### config.mk
export PLATFORM = sky130hd
export DESIGN_NAME = fused_alu_unit
export DESIGN_NICKNAME = d
export VERILOG_FILES = /design/src/rtl/fa_pkg.sv /design/src/rtl/fa_decode.sv /design/src/rtl/fa_rmw.sv /design/src/rtl/fa_alu.sv /design/src/rtl/fused_alu_unit.sv
export SDC_FILE = /design/constraint.sdc
export NUM_CORES = 1
export LEC_CHECK = 0
export ABC_AREA = 1
export BUFFER_PORTS_ARGS = -buffer_cell sky130_fd_sc_hd__buf_2
export CAP_MARGIN = 20
export CORE_ASPECT_RATIO = 1.75
export CORE_UTILIZATION = 60
export DETAILED_ROUTE_END_ITERATION = 6
export PLACE_DENSITY_LB_ADDON = 0.12
export SYNTH_ARGS = -nofsm -noshare
export SYNTH_HDL_FRONTEND = slang
export SYNTH_SLANG_ARGS = --single-unit
### constraint.sdc
create_clock -name clk -period 7.3 [get_ports clk]
set_clock_uncertainty 0.05 [all_clocks]
set_input_delay 0.365 -clock clk [delete_from_list [all_inputs] [get_ports clk]]
set_output_delay 0.365 -clock clk [all_outputs]
set_load 0.02 [all_outputs]
### src/rtl/fa_pkg.sv
package fa_pkg;
  typedef enum logic [3:0] {
    K_UNSUP, K_ALU, K_STORE, K_RMW_MEM, K_RMW_ACC, K_LOADX,
    K_LAX, K_FUSED, K_ANC, K_ALR, K_ARR, K_AXS
  } kind_e;
  typedef enum logic [1:0] {SRC_A, SRC_X, SRC_AX} src_e;
  typedef enum logic {ST_IDLE, ST_FUSE} state_e;
  localparam logic [2:0] ROW_ORA = 3'd0;
  localparam logic [2:0] ROW_AND = 3'd1;
  localparam logic [2:0] ROW_ADC = 3'd3;
  localparam logic [2:0] ROW_CMP = 3'd6;
  localparam logic [2:0] ROW_SBC = 3'd7;
endpackage

### src/rtl/fa_decode.sv
module fa_decode
  import fa_pkg::*;
(
  input  logic [7:0] op,
  output kind_e      kind,
  output src_e       st_src,
  output logic [2:0] row
);
  logic [1:0] grp;
  logic [2:0] col;
  assign grp = op[1:0];
  assign row = op[7:5];
  assign col = op[4:2];

  always_comb begin
    kind   = K_UNSUP;
    st_src = SRC_A;
    case (grp)
      2'b00: kind = K_UNSUP;
      2'b01: begin
        if (row == 3'd4) kind = (col == 3'b010) ? K_UNSUP : K_STORE;
        else             kind = K_ALU;
      end
      2'b10: begin
        st_src = SRC_X;
        if (col == 3'b100 || col == 3'b110)      kind = K_UNSUP;
        else if (col == 3'b000)                  kind = (row == 3'd5) ? K_LOADX : K_UNSUP;
        else if (col == 3'b010)                  kind = row[2] ? K_UNSUP : K_RMW_ACC;
        else if (row == 3'd4)                    kind = (col == 3'b111) ? K_UNSUP : K_STORE;
        else if (row == 3'd5)                    kind = K_LOADX;
        else                                     kind = K_RMW_MEM;
      end
      default: begin
        st_src = SRC_AX;
        if (col == 3'b010) begin
          case (row)
            3'd0, 3'd1: kind = K_ANC;
            3'd2:       kind = K_ALR;
            3'd3:       kind = K_ARR;
            3'd4:       kind = K_UNSUP;
            3'd5:       kind = K_LAX;
            3'd6:       kind = K_AXS;
            default:    kind = K_ALU;
          endcase
        end else if (row == 3'd4) begin
          kind = (col == 3'b100 || col == 3'b110 || col == 3'b111) ? K_UNSUP : K_STORE;
        end else if (row == 3'd5) begin
          kind = (col == 3'b110) ? K_UNSUP : K_LAX;
        end else begin
          kind = K_FUSED;
        end
      end
    endcase
  end
endmodule

### src/rtl/fa_rmw.sv
module fa_rmw #(
  parameter int DATA_W = 8
) (
  input  logic [2:0]        row,
  input  logic [DATA_W-1:0] din,
  input  logic              cin,
  output logic [DATA_W-1:0] dout,
  output logic              cout
);
  localparam int MSB = DATA_W - 1;
  localparam logic [DATA_W-1:0] ONE = DATA_W'(1);

  always_comb begin
    dout = din;
    cout = cin;
    case (row)
      3'd0: begin dout = {din[MSB-1:0], 1'b0}; cout = din[MSB]; end
      3'd1: begin dout = {din[MSB-1:0], cin};  cout = din[MSB]; end
      3'd2: begin dout = {1'b0, din[MSB:1]};   cout = din[0];   end
      3'd3: begin dout = {cin, din[MSB:1]};    cout = din[0];   end
      3'd6: dout = din - ONE;
      3'd7: dout = din + ONE;
      default: ;
    endcase
  end
endmodule

### src/rtl/fa_alu.sv
module fa_alu #(
  parameter int DATA_W = 8
) (
  input  logic [2:0]        row,
  input  logic [DATA_W-1:0] a,
  input  logic [DATA_W-1:0] m,
  input  logic              cin,
  output logic [DATA_W-1:0] res,
  output logic              cout,
  output logic              vout
);
  localparam int MSB = DATA_W - 1;
  logic              subtract;
  logic [DATA_W-1:0] addend;
  logic              carry_add;
  logic [DATA_W:0]   sum;

  assign subtract  = (row == 3'd6) || (row == 3'd7);
  assign addend    = subtract ? ~m : m;
  assign carry_add = (row == 3'd6) ? 1'b1 : cin;
  assign sum       = {1'b0, a} + {1'b0, addend} + {{DATA_W{1'b0}}, carry_add};
  assign vout      = (a[MSB] == addend[MSB]) && (sum[MSB] != a[MSB]);

  always_comb begin
    res  = a;
    cout = cin;
    case (row)
      3'd0: res = a | m;
      3'd1: res = a & m;
      3'd2: res = a ^ m;
      3'd5: res = m;
      3'd3, 3'd6, 3'd7: begin res = sum[MSB:0]; cout = sum[DATA_W]; end
      default: ;
    endcase
  end
endmodule

### src/rtl/fused_alu_unit.sv
module fused_alu_unit
  import fa_pkg::*;
#(
  parameter int DATA_W = 8
) (
  input  logic              clk,
  input  logic              rst,
  input  logic              start,
  input  logic [7:0]        opcode,
  input  logic [DATA_W-1:0] operand,
  input  logic [DATA_W-1:0] a_in,
  input  logic [DATA_W-1:0] x_in,
  input  logic              c_in,
  output logic [DATA_W-1:0] mem_wdata,
  output logic              mem_we,
  output logic [DATA_W-1:0] a_out,
  output logic [DATA_W-1:0] x_out,
  output logic              flag_n,
  output logic              flag_z,
  output logic              flag_c,
  output logic              flag_v,
  output logic              done,
  output logic              unsupported
);
  localparam int MSB = DATA_W - 1;

  kind_e             kind;
  src_e              st_src;
  logic [2:0]        row;
  state_e            state;
  logic [2:0]        row_q;
  logic [DATA_W-1:0] a_q, x_q, memv_q;
  logic              cq;

  logic [2:0]        rmw_row, alu_row;
  logic [DATA_W-1:0] rmw_din, rmw_res, alu_a, alu_m, alu_res, st_val;
  logic              rmw_c, alu_cin, alu_c, alu_v;

  fa_decode u_dec (.op(opcode), .kind(kind), .st_src(st_src), .row(row));

  // Shifter input: A for the accumulator forms, A AND M for the combined immediates
  always_comb begin
    rmw_row = row;
    rmw_din = operand;
    if (kind == K_ALR) rmw_row = 3'd2;
    if (kind == K_ARR) rmw_row = 3'd3;
    if (kind == K_RMW_ACC) rmw_din = a_in;
    else if (kind == K_ALR || kind == K_ARR) rmw_din = a_in & operand;
  end

  fa_rmw #(.DATA_W(DATA_W)) u_rmw (
    .row(rmw_row), .din(rmw_din), .cin(c_in), .dout(rmw_res), .cout(rmw_c));

  // Adder input: captured operands during the second step of a fused opcode
  always_comb begin
    if (state == ST_FUSE) begin
      alu_row = row_q;
      alu_a   = a_q;
      alu_m   = memv_q;
      alu_cin = cq;
    end else begin
      alu_row = (kind == K_ANC) ? ROW_AND : (kind == K_AXS) ? ROW_CMP : row;
      alu_a   = (kind == K_AXS) ? (a_in & x_in) : a_in;
      alu_m   = operand;
      alu_cin = c_in;
    end
  end

  fa_alu #(.DATA_W(DATA_W)) u_alu (
    .row(alu_row), .a(alu_a), .m(alu_m), .cin(alu_cin),
    .res(alu_res), .cout(alu_c), .vout(alu_v));

  always_comb begin
    case (st_src)
      SRC_X:   st_val = x_in;
      SRC_AX:  st_val = a_in & x_in;
      default: st_val = a_in;
    endcase
  end

  always_ff @(posedge clk) begin
    if (rst) begin
      state       <= ST_IDLE;
      mem_wdata   <= '0;
      mem_we      <= 1'b0;
      a_out       <= '0;
      x_out       <= '0;
      flag_n      <= 1'b0;
      flag_z      <= 1'b0;
      flag_c      <= 1'b0;
      flag_v      <= 1'b0;
      done        <= 1'b0;
      unsupported <= 1'b0;
      row_q       <= '0;
      a_q         <= '0;
      x_q         <= '0;
      memv_q      <= '0;
      cq          <= 1'b0;
    end else begin
      done        <= 1'b0;
      mem_we      <= 1'b0;
      unsupported <= 1'b0;
      if (state == ST_FUSE) begin
        a_out  <= (row_q == ROW_CMP) ? a_q : alu_res;
        x_out  <= x_q;
        flag_n <= alu_res[MSB];
        flag_z <= (alu_res == '0);
        flag_c <= alu_c;
        if (row_q == ROW_ADC || row_q == ROW_SBC) flag_v <= alu_v;
        done   <= 1'b1;
        state  <= ST_IDLE;
      end else if (start) begin
        a_out  <= a_in;
        x_out  <= x_in;
        flag_c <= c_in;
        done   <= (kind != K_FUSED);
        case (kind)
          K_UNSUP: unsupported <= 1'b1;
          K_ALU: begin
            if (row != ROW_CMP) a_out <= alu_res;
            flag_n <= alu_res[MSB];
            flag_z <= (alu_res == '0);
            flag_c <= alu_c;
            if (row == ROW_ADC || row == ROW_SBC) flag_v <= alu_v;
          end
          K_STORE: begin
            mem_wdata <= st_val;
            mem_we    <= 1'b1;
          end
          K_RMW_MEM: begin
            mem_wdata <= rmw_res;
            mem_we    <= 1'b1;
            flag_n    <= rmw_res[MSB];
            flag_z    <= (rmw_res == '0);
            flag_c    <= rmw_c;
          end
          K_RMW_ACC, K_ALR: begin
            a_out  <= rmw_res;
            flag_n <= rmw_res[MSB];
            flag_z <= (rmw_res == '0);
            flag_c <= rmw_c;
          end
          K_ARR: begin
            a_out  <= rmw_res;
            flag_n <= rmw_res[MSB];
            flag_z <= (rmw_res == '0);
            flag_c <= rmw_res[MSB-1];
            flag_v <= rmw_res[MSB-1] ^ rmw_res[MSB-2];
          end
          K_LOADX, K_LAX: begin
            x_out  <= operand;
            if (kind == K_LAX) a_out <= operand;
            flag_n <= operand[MSB];
            flag_z <= (operand == '0);
          end
          K_ANC: begin
            a_out  <= alu_res;
            flag_n <= alu_res[MSB];
            flag_z <= (alu_res == '0);
            flag_c <= alu_res[MSB];
          end
          K_AXS: begin
            x_out  <= alu_res;
            flag_n <= alu_res[MSB];
            flag_z <= (alu_res == '0);
            flag_c <= alu_c;
          end
          K_FUSED: begin
            mem_wdata <= rmw_res;
            mem_we    <= 1'b1;
            row_q     <= row;
            a_q       <= a_in;
            x_q       <= x_in;
            memv_q    <= rmw_res;
            cq        <= rmw_c;
            state     <= ST_FUSE;
          end
          default: ;
        endcase
      end
    end
  end

  AST_SINGLE_DONE: assert property (@(posedge clk) disable iff (rst)
    (state == ST_IDLE && start && kind != K_FUSED) |=> done && state == ST_IDLE);
  AST_FUSE_WRITE_FIRST: assert property (@(posedge clk) disable iff (rst)
    (state == ST_IDLE && start && kind == K_FUSED) |=> mem_we && !done);
  AST_FUSE_FINISH: assert property (@(posedge clk) disable iff (rst)
    (state == ST_FUSE) |=> done && !mem_we && state == ST_IDLE);
  AST_COMPARE_KEEPS_A: assert property (@(posedge clk) disable iff (rst)
    (state == ST_FUSE && row_q == ROW_CMP) |=> a_out == $past(a_q));
  AST_UNSUP_NO_WRITE: assert property (@(posedge clk) disable iff (rst)
    unsupported |-> done && !mem_we);
  AST_UNSUP_REGS_KEPT: assert property (@(posedge clk) disable iff (rst)
    unsupported |-> a_out == $past(a_in) && x_out == $past(x_in) && $stable(flag_v));
endmodule

==> flow_summary.ini, run 1 <==
[yosys]
synth-edff-count = 0
synth_warnings = 0
synth.largest_area_cell = dfxtp_1
synth_nets = 1007
postSynthAreaPerCell_um2 = 6.16
netlist.area_leader.share_pct = 20.8
synth_ff_type = dfxtp_1
netlist_instances = 939
syn_area_um2 = 5780
synthArstFlopShare_pct = 0
yosys-top-cells-area = dfxtp_1 (21%), nand2_1 (14%), o21ai_0 (8.1%), inv_1 (7.1%), a21oi_1 (6.9%)
synth_seq_cells = 60
seq_area_frac_synth_pct = 20.8
synth_cell_types = 51

[timing]
relSlewSlack_pct = 44.2
slew_viol_final = 0
fin_crit_ns = 4.62
setup_viol = 0
tns_ns = 0
hold_viol = 0
fmax_ghz = 0.217
tightest_slew_ns = 0.828
rsz0062_at_grt = false
fin_crit_sh_pct = 63.2

[power]
pwr-share-clk_pct = 33.6
power_density_nw_per_um2 = 184
p_int_uw = 713
power.share.switching_pct = 40.1
finalPower_mw = 1.19
p_sw_uw = 478
irDropWorstVdd_v = 0.000130
leakagePower_nw = 3.18
pwr-share-seq_pct = 29.9
combinationalPowerShare_pct = 36.5

[hold_path]
holdPathEnd = x_q[3]$_SDFFE_PP0P_
min_path_type = input port to flip-flop
hp-start = x_in[3]
min_path_cells = 3

[setup_path]
rr_worst_depth = 19
cp_data_required_time_ns = 7.53
crit_fanout = 16
crit_start = opcode[1]
r2r-end = flag_z$_SDFFE_PP0P_
endpoint_kind = flip-flop
reg2reg_from = state$_SDFF_PP0_
reg2reg_slack_ns = 2.75
start_kind = input port
worstSetupPathType = input port to flip-flop
crit_arrival_ns = 4.85

[place]
io_buffers = 66
place_inst = 1101
dp_hpwl_mm = 16.8
gp_congestion = 1.08

[final_layout]
syn_to_final_growth_pct = 11.9
nets = 1059
num_antenna_cells = 0
fin_cells = 1118
layout-drive-gt1-share_pct = 15.2

[cts]
max-clock-path-buffers = 2
clock_sinks = 60
clkLatencyLatePin_ns = 0.34
cts_max_level = 3
path_clk_slew_ns = 0.06
ctsResizeCount = 0
postCtsSetupBuffers = 0
cts_buffers = 9
tritoncts = yes
cts-root-buf = clkbuf_16
ctsHoldBuffers = 0

[routing]
wl_per_cell_um = 19.8
routed-wl-met2_mm = 10.5
ant_nets = 0
wl_mm = 22.1
drt-met1-wl_mm = 7.43
firstDrtPassIters = 6
drt_first_iter_violations = 824
vias_per_cell = 6.24
drc = 0
num_vias = 6971
top_layer = met4
wl_met3_mm = 1.99

[global_route]
antenna_found_initial = 0
grt_pass1_wl_mm = 34.3
grt_pass1_vias = 6638
track_usage_pct = 44.4
grt_max_degree = 42
grt_overflow = 0

[die]
die_h_um = 132
ios = 67
die_area_um2 = 10000
start_util_pct = 61.4
die_w_um = 76.2
rows = 47
coreArea_um2 = 9410

[outcome]
status = finished, final reports clean

[run]
maxCapViolCount = 0
## routing by layer
layer,vias to the layer above,GRT usage [%]
li1,3260,-
met1,3099,45.3
met2,447,75.5
met5,-,0
met3,165,8.72
met4,0,40.6
## synthesized netlist by cell type (2+ instances only)
cell / number
inv_2: 11
o31ai_1: 3
and2_1: 7
nand2_1: 213
nand3_2: 6
o21ai_2: 2
nor3_1: 2
a31oi_1: 10
buf_4: 3
a21oi_2: 3
a22oi_1: 12
o22ai_1: 6
o21ai_0: 94
nor2_1: 76
or2_2: 13
xor2_1: 14
nand4_1: 9
inv_1: 110
clkbuf_1: 23
a21o_1: 2
o221ai_1: 9
o211ai_1: 13
nor4_1: 2
o21bai_1: 8
fa_1: 3
nand3b_1: 5
buf_1: 3
nor2_2: 6
ha_1: 29
nor2_4: 4
buf_6: 2
buf_2: 2
o21ai_1: 8
nand3_1: 59
a21oi_1: 80
nand2_2: 9
a211oi_1: 5
dfxtp_1: 60
## sequential cells by signal, indices dropped and copies added, names as in the netlist, 3 cells and up
name	count
x_q	8
memv_q	8
a_q	8
mem_wdata	8
row_q	3
x_out	8
a_out	8
## layout make-up
cell class	instances	area, um^2
sequential	60	1200
tap	122	153
clock inverter	7	51.3
timing repair buffer	74	410
inverter	122	458
fill	945	2940
multi-input combinational	724	3970
clock buffer	9	225
## power by group through the flow
stage / Sequential (mW) / Combinational, mW / Clock (mW)
2_1_floorplan: 0.378 / 0.272 / 0
3_3_place_gp: 0.362 / 0.411 / 0
3_5_place_dp: 0.363 / 0.415 / 0
4_1_cts: 0.356 / 0.418 / 0.400
5_1_grt: 0.357 / 0.472 / 0.412
6_report: 0.356 / 0.434 / 0.400
## cells by family after synthesis
family | synth area share (%)
muxes | 0.173
DFF | 20.8
and+or+nand+nor | 32.6
xor gates and xnor gates | 2.27
AOI/OAI and AO/OA | 26.3
buffers and inverters | 10.6
adders and majority gates | 7.31
## layout by cell type, fill, tap and decap left out, drive strengths merged, types with 4 or more instances in the layout
cell	n
clkbuf	9
and2	7
dfxtp	60
nand4	9
a21oi	83
xor2	14
o211ai	14
inv	123
o221ai	9
a31oi	10
buf	74
o21bai	8
nand2	223
o21ai	105
or2	13
clkinv	4
ha	29
nand3	66
nand3b	5
a211oi	5
nor2	87
o22ai	6
a22oi	12
## worst max-delay path: stages
cell	delay [ns]
buf_2	0.12
inv_2	0.10
nor2_4	0.20
nand2_1	0.08
nor2_1	0.18
nand3_2	0.10
nand3_1	0.18
nand2_1	0.15
nor2_4	0.21
inv_2	0.17
o211ai_1	0.44
and2_1	0.29
inv_1	0.13
fa_1	0.47
a21oi_1	0.16
o21bai_1	0.11
a21oi_1	0.14
o21bai_1	0.11
xnor2_1	0.13
nand3b_1	0.11
nand3_1	0.09
o21ai_1	0.29
nand2_1	0.09
nor2_1	0.15
a21oi_1	0.11
a21oi_2	0.15
## how the worst max path moves through the flow
stage	endpoint	cells past startpoint
floorplan	a_out[6]$_SDFFE_PP0P_	27
global placement	flag_z$_SDFFE_PP0P_	27
detailed placement	flag_z$_SDFFE_PP0P_	26
CTS	flag_z$_SDFFE_PP0P_	26
global route	a_out[6]$_SDFFE_PP0P_	27
finish	flag_z$_SDFFE_PP0P_	26
## metrics by stage
stage,hold slack [ns],utilization [%],setup WS [ns],area (um^2)
after floorplan,0.404,-,3.29,5780
after detailed placement,0.406,65.5,2.53,6170
after global placement,0.408,65.5,2.68,6170
final,0.284,68.8,2.68,6470
after CTS,0.282,68.5,2.85,6440
after global routing,0.301,68.8,2.24,6470
Note: power is estimated with default switching activity, not from simulation.
==> inputs of run 2 (changes only) <==
==> constraint.sdc (replaced) <==
create_clock -name clk -period 4.85 [get_ports clk]
set_clock_uncertainty 0.05 [all_clocks]
set_input_delay 0.2425 -clock clk [delete_from_list [all_inputs] [get_ports clk]]
set_output_delay 0.2425 -clock clk [all_outputs]
set_load 0.02 [all_outputs]
==> flow_summary.ini, run 2 (synthesis gave the netlist of run 1 again) <==
[power]
leakagePower_nw = 3.22
p_sw_uw = 728
power_density_nw_per_um2 = 292
combinationalPowerShare_pct = 34.3
pwr-share-clk_pct = 37.6
irDropWorstVdd_v = 0.000209
p_int_mw = 1.18
pwr-share-seq_pct = 28.1
power.share.switching_pct = 38.2

[cts]
ctsHoldBuffers = 0
max-clock-path-buffers = 2
clock_sinks = 60
clkLatencyLatePin_ns = 0.34
tritoncts = yes
path_clk_slew_ns = 0.06
postCtsSetupBuffers = 0
cts_max_level = 3
cts_buffers = 9
cts-root-buf = clkbuf_16
ctsResizeCount = 0

[outcome]
status = finished with violations
violations = design-rule violations

[global_route]
grt_max_degree = 37
antenna_found_initial = 0
grt_pass1_vias = 6714
grt_overflow = 0
track_usage_pct = 45.0
grt_pass1_wl_mm = 35.0

[timing]
fmax_ghz = 0.223
rsz0062_at_grt = false
fin_crit_ns = 4.49
hold_viol = 0
fin_crit_sh_pct = 92.7
relSlewSlack_pct = 26.1
slew_viol_final = 0
holdWs_ns = 0.155
setup_ws_ns = 0.356
tns_ns = 0
setup_viol = 0
tightest_slew_ns = 1.11

[final_layout]
num_antenna_cells = 0
layout-drive-gt1-share_pct = 15.5
nFillCells = 938
multi_input_area_um2 = 3970
final_common_cell = nand2_1
ff_latch_area_um2 = 1200
nets = 1063
mostFrequentLayoutCells = nand2_1 (213), inv_1 (110), o21ai_0 (94)
fin_cells = 1122
final_cell_area_um2 = 6530
syn_to_final_growth_pct = 12.9

[run]
maxCapViolCount = 0

[setup_path]
slowest_stage = o21ai_0
worstSetupPathType = flip-flop to flip-flop
reg2reg_slack_ns = 0.36
critical_path_buf_inv_count = 0
crit_fanout = 12
start_kind = flip-flop
critPathMaxStageDelay_ns = 0.85
path_cells = o21ai_0, or2_2, xor2_1, fa_1, fa_1, a21oi_1, o21bai_1, a21oi_1, o21bai_1, xnor2_1, nand3b_1, nand3_1, o21ai_1, a21oi_1, o21ai_0, nand2_1, nor2_1, nor2_1
endpoint_kind = flip-flop
cp_data_required_time_ns = 5.00
crit_arrival_ns = 4.65
critPathTopFamily = compound AO/OA/AOI/OAI gates
cp_common_cell = a21oi_1

[routing]
wl_per_cell_um = 19.9
wl_mm = 22.4
vias_per_cell = 6.24
drc = 24
num_vias = 7005
drt_first_iter_violations = 901
ant_nets = 0
firstDrtPassIters = 7

[place]
post_dp_cell_area_um2 = 6200
io_buffers = 66
gp_congestion = 1.06
place_ws_ns = 0.335
dp_hpwl_mm = 16.8
place_inst = 1106

[die]
die_h_um = 132
rows = 47
die_w_um = 76.2
start_util_pct = 61.4
die_area_um2 = 10000
ios = 67
coreArea_um2 = 9410

[hold_path]
min_path_type = input port to flip-flop
run 2: changes by cell type in the layout (fill, tap and decap cells not counted), sizes merged:
cell and delta:
bufinv +2, clkinvlp -1, buf +4, inv -1
run 2: worst min-delay path: cells and delay by family:
family / cells / cell delay, ns
buffers and inverters: 1 / 0.12
and+or+nand+nor: 2 / 0.15
run 2: final timing paths:
path,from,end,depth (start not counted)
worst max-delay path,state$_SDFF_PP0_,a_out[6]$_SDFFE_PP0P_,18
worst min-delay path,x_in[5],x_q[5]$_SDFFE_PP0P_,3
worst max register to register,state$_SDFF_PP0_,a_out[6]$_SDFFE_PP0P_,18
worst min register to register,mem_wdata[7]$_SDFFE_PP0P_,mem_wdata[7]$_SDFFE_PP0P_,2
run 2: power groups by stage:
stage	Clock, mW	Combinational, mW	Sequential [mW]
floorplan	0	0.409	0.569
global placement	0	0.618	0.545
detailed placement	0	0.626	0.545
CTS	0.712	0.629	0.535
global route	0.731	0.710	0.537
finish	0.716	0.653	0.536
run 2: cell type report:
class | count | area share (%)
clock buffers | 9 | 3.45
clock inverters | 7 | 1.51
inverters | 122 | 7.01
multi-input cells | 724 | 60.8
flip-flops and latches | 60 | 18.4
well taps | 122 | 2.34
repair buffers | 78 | 6.44
run 2: through the flow:
stage          power, mW  util [%]
2_1_floorplan      0.978         -
3_3_place_gp        1.16      65.9
4_1_cts             1.88      69.4
3_5_place_dp        1.17      65.9
5_1_grt             1.98      69.4
6_report            1.91      69.4
run 2: layer usage:
metal | share of wire, % | track usage, %
met1 | 34 | 47.6
met2 | 48 | 74.1
met3 | 8.7 | 11.2
met4 | 9.5 | 38.4
met5 | 0 | 0
==> inputs of run 3 (changes only) <==
--- a/config.mk
+++ b/config.mk
@@ -12,6 +12,7 @@
 export CORE_UTILIZATION = 60
 export DETAILED_ROUTE_END_ITERATION = 6
 export PLACE_DENSITY_LB_ADDON = 0.12
+export SETUP_SLACK_MARGIN = 0.5
 export SYNTH_ARGS = -nofsm -noshare
 export SYNTH_HDL_FRONTEND = slang
 export SYNTH_SLANG_ARGS = --single-unit
==> flow_summary.ini, run 3 (synthesis gave the netlist of run 1 again) <==
[outcome]
status = finished, final reports clean

[place]
gp_congestion = 1.06
place_ws_ns = 0.335
io_buffers = 66
dp_hpwl_mm = 16.8

[timing]
holdWs_ns = 0.156
relSlewSlack_pct = 27.5
setup_viol = 0
slew_viol_final = 0
tns_ns = 0
fin_crit_sh_pct = 85.3
fmax_ghz = 0.242
fin_crit_ns = 4.14
tightest_slew_ns = 1.09
hold_viol = 0
rsz0062_at_grt = false
setup_ws_ns = 0.714

[die]
die_h_um = 132
rows = 47
start_util_pct = 61.4
die_w_um = 76.2
die_area_um2 = 10000
coreArea_um2 = 9410
ios = 67

[power]
power_density_nw_per_um2 = 290
pwr-share-seq_pct = 27.9
pwr-share-clk_pct = 37.3
p_sw_uw = 733
leakagePower_nw = 3.25
power.share.switching_pct = 38.3
p_int_mw = 1.18
combinationalPowerShare_pct = 34.7
irDropWorstVdd_v = 0.000211

[final_layout]
num_antenna_cells = 0
final_common_cell = nand2_1
layout-drive-gt1-share_pct = 16.6
mostFrequentLayoutCells = nand2_1 (211), inv_1 (110), o21ai_0 (92)
nets = 1066
syn_to_final_growth_pct = 14.2

[setup_path]
crit_fanout = 11
critical_path_buf_inv_count = 4
crit_arrival_ns = 4.32
start_kind = input port
cp_common_cell = nand2_1
slowest_stage = ha_1
cp_data_required_time_ns = 5.03
endpoint_kind = flip-flop
critPathTopFamily = simple AND/OR/NAND/NOR gates
critPathMaxStageDelay_ns = 0.36
worstSetupPathType = input port to flip-flop

[hold_path]
min_path_type = input port to flip-flop

[cts]
path_clk_slew_ns = 0.06
max-clock-path-buffers = 2
clock_sinks = 60
cts_max_level = 3
tritoncts = yes
ctsHoldBuffers = 0
cts_buffers = 9
clkLatencyLatePin_ns = 0.34
cts-root-buf = clkbuf_16

[routing]
drc = 0
wl_met3_mm = 2.02
drt-met1-wl_mm = 7.73
routed-wl-met2_mm = 10.5
drt_first_iter_violations = 900
wl_mm = 22.5
firstDrtPassIters = 7
top_layer = met4
ant_nets = 0
num_vias = 7065
wl_per_cell_um = 20.0
vias_per_cell = 6.28

[run]
maxCapViolCount = 0

[global_route]
grt_pass1_vias = 6714
grt_pass1_wl_mm = 35.0
antenna_found_initial = 0
grt_overflow = 0
grt_max_degree = 37
track_usage_pct = 45.0
[run 3: cell types whose count changed in the layout (fill, tap and decap cells not counted), moves of 2 or more]
| cell | previous run | this run |
|---|---|---|
| buf_4 | 12 | 15 |
| inv_2 | 11 | 9 |
| nand2_1 | 213 | 211 |
| o21ai_0 | 94 | 92 |
| o21ai_2 | 2 | 4 |
[run 3: repair_timing]
| action | 4_1_cts | 5_1_grt |
|---|---|---|
| gates cloned | 0 | 0 |
| gates resized for setup | 1 | 17 |
| buffers inserted | 0 | 3 |
| pin swaps | 0 | 5 |
| endpoints found under the setup margin | 1 | 10 |
[run 3: worst paths after layout]
kind                                                 from  cells past startpoint  slack [ns]                         to
worst min register to register  mem_wdata[7]$_SDFFE_PP0P_                      2        0.43  mem_wdata[7]$_SDFFE_PP0P_
worst max register to register           state$_SDFF_PP0_                     20        0.87      a_out[6]$_SDFFE_PP0P_
worst max-delay path                            opcode[4]                     26        0.71        flag_n$_SDFFE_PP0P_
worst min-delay path                              x_in[5]                      3        0.16        x_q[5]$_SDFFE_PP0P_
[run 3: cell type report]
cell class / instances / area (um^2)
well taps: 122 / 153
multi-input cells: 724 / 4010
clock inverters: 7 / 98.8
flip-flops and latches: 60 / 1200
clock buffers: 9 / 225
repair buffers: 81 / 445
inverters: 122 / 465
fillers: 927 / 2810
[run 3: power groups by stage]
stage                     registers (mW)  logic, mW  clock network [mW]
after detailed placement           0.545      0.626                   0
final                              0.535      0.665               0.715
after global placement             0.545      0.618                   0
after CTS                          0.535      0.630               0.712
after floorplan                    0.569      0.409                   0
after global routing               0.537      0.720               0.731
[run 3: worst min-delay path: cells and delay by family]
| family | cells | cell delay (ns) |
|---|---|---|
| buf+inv | 1 | 0.12 |
| simple gates | 2 | 0.15 |
[run 3: through the flow]
stage | std cells | area [um^2] | power (mW) | util (%)
6_report | 1125 | 6600 | 1.92 | 70.2
5_1_grt | 1125 | 6600 | 1.99 | 70.2
4_1_cts | 1122 | 6530 | 1.88 | 69.4
3_5_place_dp | 1106 | 6200 | 1.17 | 65.9
3_3_place_gp | 1106 | 6200 | 1.16 | 65.9
2_1_floorplan | 939 | 5780 | 0.978 | -
[run 3: layer usage]
layer	GRT usage, %	vias to the layer above
met1	47.6	3212
met5	0	-
met3	11.2	156
met2	74.1	433
li1	-	3264
met4	38.4	0
